File: config.mk
export PLATFORM = sky130hd
export DESIGN_NAME = fpsc_status
export DESIGN_NICKNAME = d
export VERILOG_FILES = /design/src/rtl/fpsc_pkg.sv /design/src/rtl/fpsc_classify.sv /design/src/rtl/fpsc_cond_eval.sv /design/src/rtl/fpsc_status.sv
export SDC_FILE = /design/constraint.sdc
export NUM_CORES = 1
export LEC_CHECK = 0
export CORE_ASPECT_RATIO = 0.75
export CORE_UTILIZATION = 34
export DETAILED_ROUTE_END_ITERATION = 10
export GPL_ROUTABILITY_DRIVEN = 0
export PLACE_DENSITY = 0.89
export SYNTH_ARGS = -nofsm -noshare
export SYNTH_HDL_FRONTEND = slang
export SYNTH_SLANG_ARGS = --single-unit
export TNS_END_PERCENT = 100
File: constraint.sdc
create_clock -name clk -period 4.88 [get_ports clk]
set_clock_uncertainty 0.2 [all_clocks]
set_input_delay 0.976 -clock clk [delete_from_list [all_inputs] [get_ports clk]]
set_output_delay 0.976 -clock clk [all_outputs]
set_load 0.02 [all_outputs]
File: src/rtl/fpsc_pkg.sv
package fpsc_pkg;
  localparam int FLAG_N_BIT   = 27;
  localparam int FLAG_Z_BIT   = 26;
  localparam int FLAG_INF_BIT = 25;
  localparam int FLAG_NAN_BIT = 24;
  localparam int FLAG_LSB     = FLAG_NAN_BIT;
  localparam int FLAG_CNT     = 4;

  typedef struct packed {
    logic neg;
    logic zero;
    logic inf;
    logic nan;
  } fcc_t;

  typedef enum logic [5:0] {
    CC_NEVER  = 6'h00,
    CC_EQ     = 6'h01,
    CC_NE     = 6'h0E,
    CC_ALWAYS = 6'h0F,
    CC_OGT    = 6'h12,
    CC_OGE    = 6'h13,
    CC_OLT    = 6'h14,
    CC_OLE    = 6'h15,
    CC_UGT    = 6'h1A,
    CC_UGE    = 6'h1B,
    CC_ULT    = 6'h1C,
    CC_ULE    = 6'h1D
  } cond_code_e;
endpackage

File: src/rtl/fpsc_classify.sv
module fpsc_classify
  import fpsc_pkg::*;
#(
  parameter int EXP_W = 11,
  parameter int MAN_W = 52,
  localparam int RES_W = EXP_W + MAN_W + 1
) (
  input  logic [RES_W-1:0] result,
  output fcc_t             flags
);
  logic [EXP_W-1:0] exp_f;
  logic [MAN_W-1:0] man_f;
  logic             exp_ones;
  logic             man_any;
  logic             exp_any;

  always_comb begin
    exp_f    = result[RES_W-2 -: EXP_W];
    man_f    = result[MAN_W-1:0];
    exp_ones = &exp_f;
    exp_any  = |exp_f;
    man_any  = |man_f;

    flags.neg  = result[RES_W-1];
    flags.zero = ~exp_any & ~man_any;
    flags.inf  = exp_ones & ~man_any;
    flags.nan  = exp_ones & man_any;
  end
endmodule

File: src/rtl/fpsc_cond_eval.sv
module fpsc_cond_eval
  import fpsc_pkg::*;
(
  input  logic [5:0] code,
  input  fcc_t       flags,
  output logic       hit,
  output logic       known
);
  logic n, z, u;

  always_comb begin
    n     = flags.neg;
    z     = flags.zero;
    u     = flags.nan;
    hit   = 1'b0;
    known = 1'b1;
    case (code)
      CC_NEVER:  hit = 1'b0;
      CC_ALWAYS: hit = 1'b1;
      CC_EQ:     hit = z;
      CC_NE:     hit = ~z;
      CC_OGT:    hit = ~(u | z | n);
      CC_OGE:    hit = z | ~(u | n);
      CC_OLT:    hit = n & ~(u | z);
      CC_OLE:    hit = z | (n & ~u);
      CC_UGT:    hit = u | ~(n | z);
      CC_UGE:    hit = u | z | ~n;
      CC_ULT:    hit = u | (n & ~z);
      CC_ULE:    hit = u | z | n;
      default: begin
        hit   = 1'b0;
        known = 1'b0;
      end
    endcase
  end
endmodule

File: src/rtl/fpsc_status.sv
module fpsc_status
  import fpsc_pkg::*;
#(
  parameter int STAT_W = 32,
  parameter int EXP_W  = 11,
  parameter int MAN_W  = 52,
  localparam int RES_W = EXP_W + MAN_W + 1
) (
  input  logic              clk,
  input  logic              rst_n,
  input  logic              upd_valid,
  input  logic [RES_W-1:0]  upd_result,
  input  logic              sw_wr_en,
  input  logic [STAT_W-1:0] sw_wr_data,
  output logic [STAT_W-1:0] status_q,
  input  logic              eval_req,
  input  logic [5:0]        eval_code,
  output logic              cond_true,
  output logic              cond_err
);
  fcc_t              new_flags;
  fcc_t              cur_flags;
  logic [STAT_W-1:0] status_d;
  logic              status_en;
  logic              code_known;

  fpsc_classify #(.EXP_W(EXP_W), .MAN_W(MAN_W)) u_classify (
    .result (upd_result),
    .flags  (new_flags)
  );

  // next-state: software write first, then flag merge
  always_comb begin
    status_en = sw_wr_en | upd_valid;
    status_d  = status_q;
    if (sw_wr_en) begin
      status_d = sw_wr_data;
    end else if (upd_valid) begin
      status_d[FLAG_LSB +: FLAG_CNT] = new_flags;
    end
  end

  always_ff @(posedge clk or negedge rst_n) begin
    if (!rst_n) begin
      status_q <= '0;
    end else if (status_en) begin
      status_q <= status_d;
    end
  end

  assign cur_flags = fcc_t'(status_q[FLAG_LSB +: FLAG_CNT]);

  fpsc_cond_eval u_eval (
    .code  (eval_code),
    .flags (cur_flags),
    .hit   (cond_true),
    .known (code_known)
  );

  assign cond_err = eval_req & ~code_known;
endmodule

After elaboration in Yosys (flattened, before gate mapping):

Cells that the tools add are included.

* bitwise gates (word level): 27
* multiplexer cells: 4
* reduce and logical (&&, ||, !) cells: 8
* equality and inequality tests: 11

Operators by type and width (count)
* OR reduction 52 bit: 1
* equality test 6 x 5 -> 1 bit, second input constant: 8
* equality test 6 x 4 -> 1 bit, second input constant: 2
* OR reduction 12 bit: 1
* case mux 1 bit (11 select lines): 1
* AND reduction 11 bit: 1
* OR reduction 11 bit: 1
* inverter 1 bit: 10
* bitwise OR 1 bit: 10
* two-way mux 4 bit: 2
* bitwise AND 1 bit: 7
* equality test 6 x 1 -> 1 bit, second input constant: 1
* logical NOT 6 bit: 1
* AND reduction 2 bit: 2
* nonzero test 2 bit: 1
* two-way mux 1 bit: 1

* output and inout port bits: 34
* logic and storage cells: 52
* input bits: 107
* register bits: 32

Longest topological paths before layout:

* word-level depth: 5
* gate-level depth with buffers: 5
* gate-level depth less buffers: 4

Modules after synthesis:

Synthesis repeated with hierarchy kept, for this count alone.

* cells, all modules: 147
* area, all modules: 1779.2 µm²

By module, submodules not included
* fpsc_status: cells each 78, area an instance 1347.5 µm², sequential area each 800.8 µm², times used 1
* fpsc_cond_eval: cells each 40, area an instance 240.2 µm², sequential area each 0.0 µm², times used 1
* fpsc_classify: cells each 29, area an instance 191.4 µm², sequential area each 0.0 µm², times used 1

Worst setup path before layout:

No wires, ideal clock.

* path type: input to output
* from: input eval_code[2]
* to: output cond_true
* data required time: 3704 ps
* path buffers: 1
* stages: 5
* arrival: 2025 ps
* slack: 1679 ps
* cells stage by stage: clkbuf_1 xor2_1 a311oi_1 nand3_1 a32o_1

* word-level cells in the longest chain between the ends: 2
* elaborated cells on any way between the ends: 12

Ends and longest elaborated chain
* start: declaration: line fpsc_status.sv:17 `input logic [5:0] eval_code,`
* equality test 6 x 5 -> 1 bit, or another cell as far along: line fpsc_cond_eval.sv:17 `case (code)`
* case mux 1 bit (11 select lines) (*): line fpsc_cond_eval.sv:17
* end: declaration: line fpsc_status.sv:18 `output logic cond_true,`

Mark *: on every way between the ends. The rest lies on a longest branch, timed or not.

Worst setup path after layout:

Ends and elaborated chain as after synthesis.

==> impl_metrics.yaml <==
outcome:
  run_status: "finished, final reports clean"
global_route:
  grt_pass1_vias: 1677
  antenna_found_initial: 0
  grt_pass1_wl_mm: 8.010
  grt_max_degree: 38
  grtUsageTotal: 0.2207
  grt_overflow: 0
clock_network:
  path_clk_slew_ns: 0.07
  clock_sinks: 32
  ctsResizeCount: 0
  cts_root_buf: "clkbuf_8"
  post_cts_buffers: 0
  cts_tree: "done"
  cts_made_buffers: 5
  cts_buffer_depth: 2
  insertion_delay_ns: 0.28
  hold_buffers: 0
  ctsHtreeMaxLevel: 2
worst_setup_path:
  crit_path_start_kind: "input port"
  crit_slowest_cell: "clkdlybuf4s50_1"
  path_class: "in -> out"
  worst-path-buf-inv: 2
  rr_worst_depth: 2
  slowest_delay_ns: 0.68
  cp-end-kind: "output port"
  cp.depth: 6
  cp_common_cell: "clkdlybuf4s50_1"
  path_cells: "clkdlybuf4s50_1 -> xor2_1 -> a311oi_1 -> nand3_1 -> a32o_1 -> clkdlybuf4s50_1"
  required_ns: 3.70
  arrival_ns: 3.01
  critical-path-top-delay-family: "buffers and inverters"
  crit_path_max_fanout: 10
cells_and_area:
  final_common_cell: "clkdlybuf4s50_1"
  layout.cells.most_common_list: "clkdlybuf4s50_1 (140), dfrtp_1 (32), mux2_2 (28)"
  drive_gt1_frac: 0.1333
  largest_reg_flops: 32
  fin_nets: 391
  top_regs: "status_q: 32 flops"
  area.growth.synth_to_final_pct: 97.35
  fillers: 344
  antenna_cells: 0
  largest_register: "status_q"
  final-instance-count-excl-fill: 342
timing:
  hold_viol_final: 0
  setup-tns-final_ns: 0
  final-max-slew-violation-count: 0
  max_freq_mhz: 238.9
  period_share: 0.8578
  setup_viol: 0
  worstMarginPinSlew_ns: 0.4341
  grt_setup_unrepaired: "no"
  period_minus_slack_ns: 4.186
  relSlewSlack: 0.7106
  timing.hold.ws_ns: 0.3069
placed_design:
  portBuffers: 140
  dp_cells: 334
  hpwl_mm: 4.180
detailed_routing:
  dr.pass1.iters: 4
  drt_iter0_markers: 78
  wl_met1_mm: 2.170
  dr.max_layer_used: "met4"
  drt-total-wl_mm: 5.318
  vias: 1701
  dr_wl_met2_mm: 2.660
  antenna_left: 0
  wl_per_cell_um: 15.55
  drc: 0
  viasPerCell: 4.974
  dr_wl_met3_um: 450
logic_synthesis:
  ys_types: 32
  ys_ff_latch: 32
  synth_area_leaders: "dfrtp_1 (50%), mux2_2 (20%), nor4_1 (5.8%)"
  ys.flop_type: "dfrtp_1"
  synthCells: 142
  yosysTopAreaCellShare: 0.4981
  yosysSeqAreaShare: 0.4981
  syn_area_per_cell_sq_um: 11.32
  synth_edf_count: 0
  synthArstFlopShare: 1.000
  synth_top_area_cell: "dfrtp_1"
  synth_warnings: 0
  syn-cell-area_sq_um: 1608
  synth_nets: 249
power_and_ir_drop:
  vdd_ir_drop_max_mv: 0.2390
  leakage_nw: 1.205
  p_per_area_nw_per_um2: 250.6
worst_hold_path:
  hold_path_class: "reg -> reg"
  min_path_cells: 1
die:
  row_count: 21
  die_h_um: 61.56
  die_w_um: 81.41
  die_area_sq_um: 5011
  core_area_sq_um: 4493
  initial_core_util: 0.3578
  io_pins: 141
flow_run:
  maxCapViolCount: 0
-- path summary, 6_finish.rpt --
kind | slack (ns) | start | end
setup / recovery | 0.69 | eval_code[2] | cond_true
hold / removal | 0.31 | status_q[22]$_DFFE_PN0P_ | status_q[22]$_DFFE_PN0P_
setup reg to reg | 3.63 | status_q[26]$_DFFE_PN0N_ | status_q[26]$_DFFE_PN0N_
hold reg to reg | 0.31 | status_q[22]$_DFFE_PN0P_ | status_q[22]$_DFFE_PN0P_
max in group asynchronous | 3.30 | rst_n | status_q[27]$_DFFE_PN0N_
min in group asynchronous | 0.89 | rst_n | status_q[20]$_DFFE_PN0P_
-- cells by family after synthesis --
| logic type | after synthesis | synth area share |
|---|---|---|
| XOR/XNOR | 1 | 0.005448 |
| AO/OA/AOI/OAI | 18 | 0.07160 |
| multiplexers | 29 | 0.2023 |
| flip-flops | 32 | 0.4981 |
| AND/OR/NAND/NOR | 53 | 0.1992 |
| buffers and inverters | 9 | 0.02334 |
-- worst register-to-register path, delay by kind of cell (launching register included) --
| family | cells | cell delay, ns |
|---|---|---|
| AO/OA/AOI/OAI | 1 | 0.28 |
| AND/OR/NAND/NOR | 1 | 0.18 |
| flip-flops | 1 | 0.47 |
-- metrics by stage --
step                      instance area (sq um)    util  setup slack (ns)  power [mW]
after floorplan                            1608       -             1.679      0.3940
after global placement                     3065  0.6823            0.7785      0.5485
after detailed placement                   3065  0.6823            0.7315      0.5537
after CTS                                  3173  0.7062            0.7272      0.8029
after global routing                       3173  0.7062            0.5978      0.8301
final                                      3173  0.7062            0.6937      0.7952
-- routing by layer --
metal	vias up	global-route usage
met5	-	0
met4	0	0.06122
met3	6	0.08593
met2	65	0.3810
met1	801	0.2585
li1	829	-
-- layout make-up --
| type | count | area [sq um] | area share |
|---|---|---|---|
| Multi-Input combinational cell | 101 | 769.5 | 0.2425 |
| Clock buffer | 6 | 72.57 | 0.02287 |
| Inverter | 2 | 7.507 | 0.002366 |
| Tap cell | 57 | 71.32 | 0.02248 |
| Sequential cell | 32 | 800.8 | 0.2524 |
| Clock inverter | 2 | 35.03 | 0.01104 |
| Timing Repair Buffer | 142 | 1416 | 0.4464 |
-- Yosys cell counts (all sizes together) (3+ instances only) --
library cell   n
or3            3
a21oi          4
dfrtp         32
nor2           4
clkbuf         3
nor3b          4
nand4          4
nand3          6
nor4          16
nor3           3
o21ai          6
buf            4
nand2          4
mux2          28
or4            3
-- power breakdown --
group | leakage, nW | internal, mW | switching [mW]
Clock | 0.0552 | 0.151 | 0.0945
Combinational | 0.772 | 0.151 | 0.0900
Sequential | 0.377 | 0.291 | 0.0168
Total | 1.20 | 0.594 | 0.201
(Power assumes the default switching activity.)
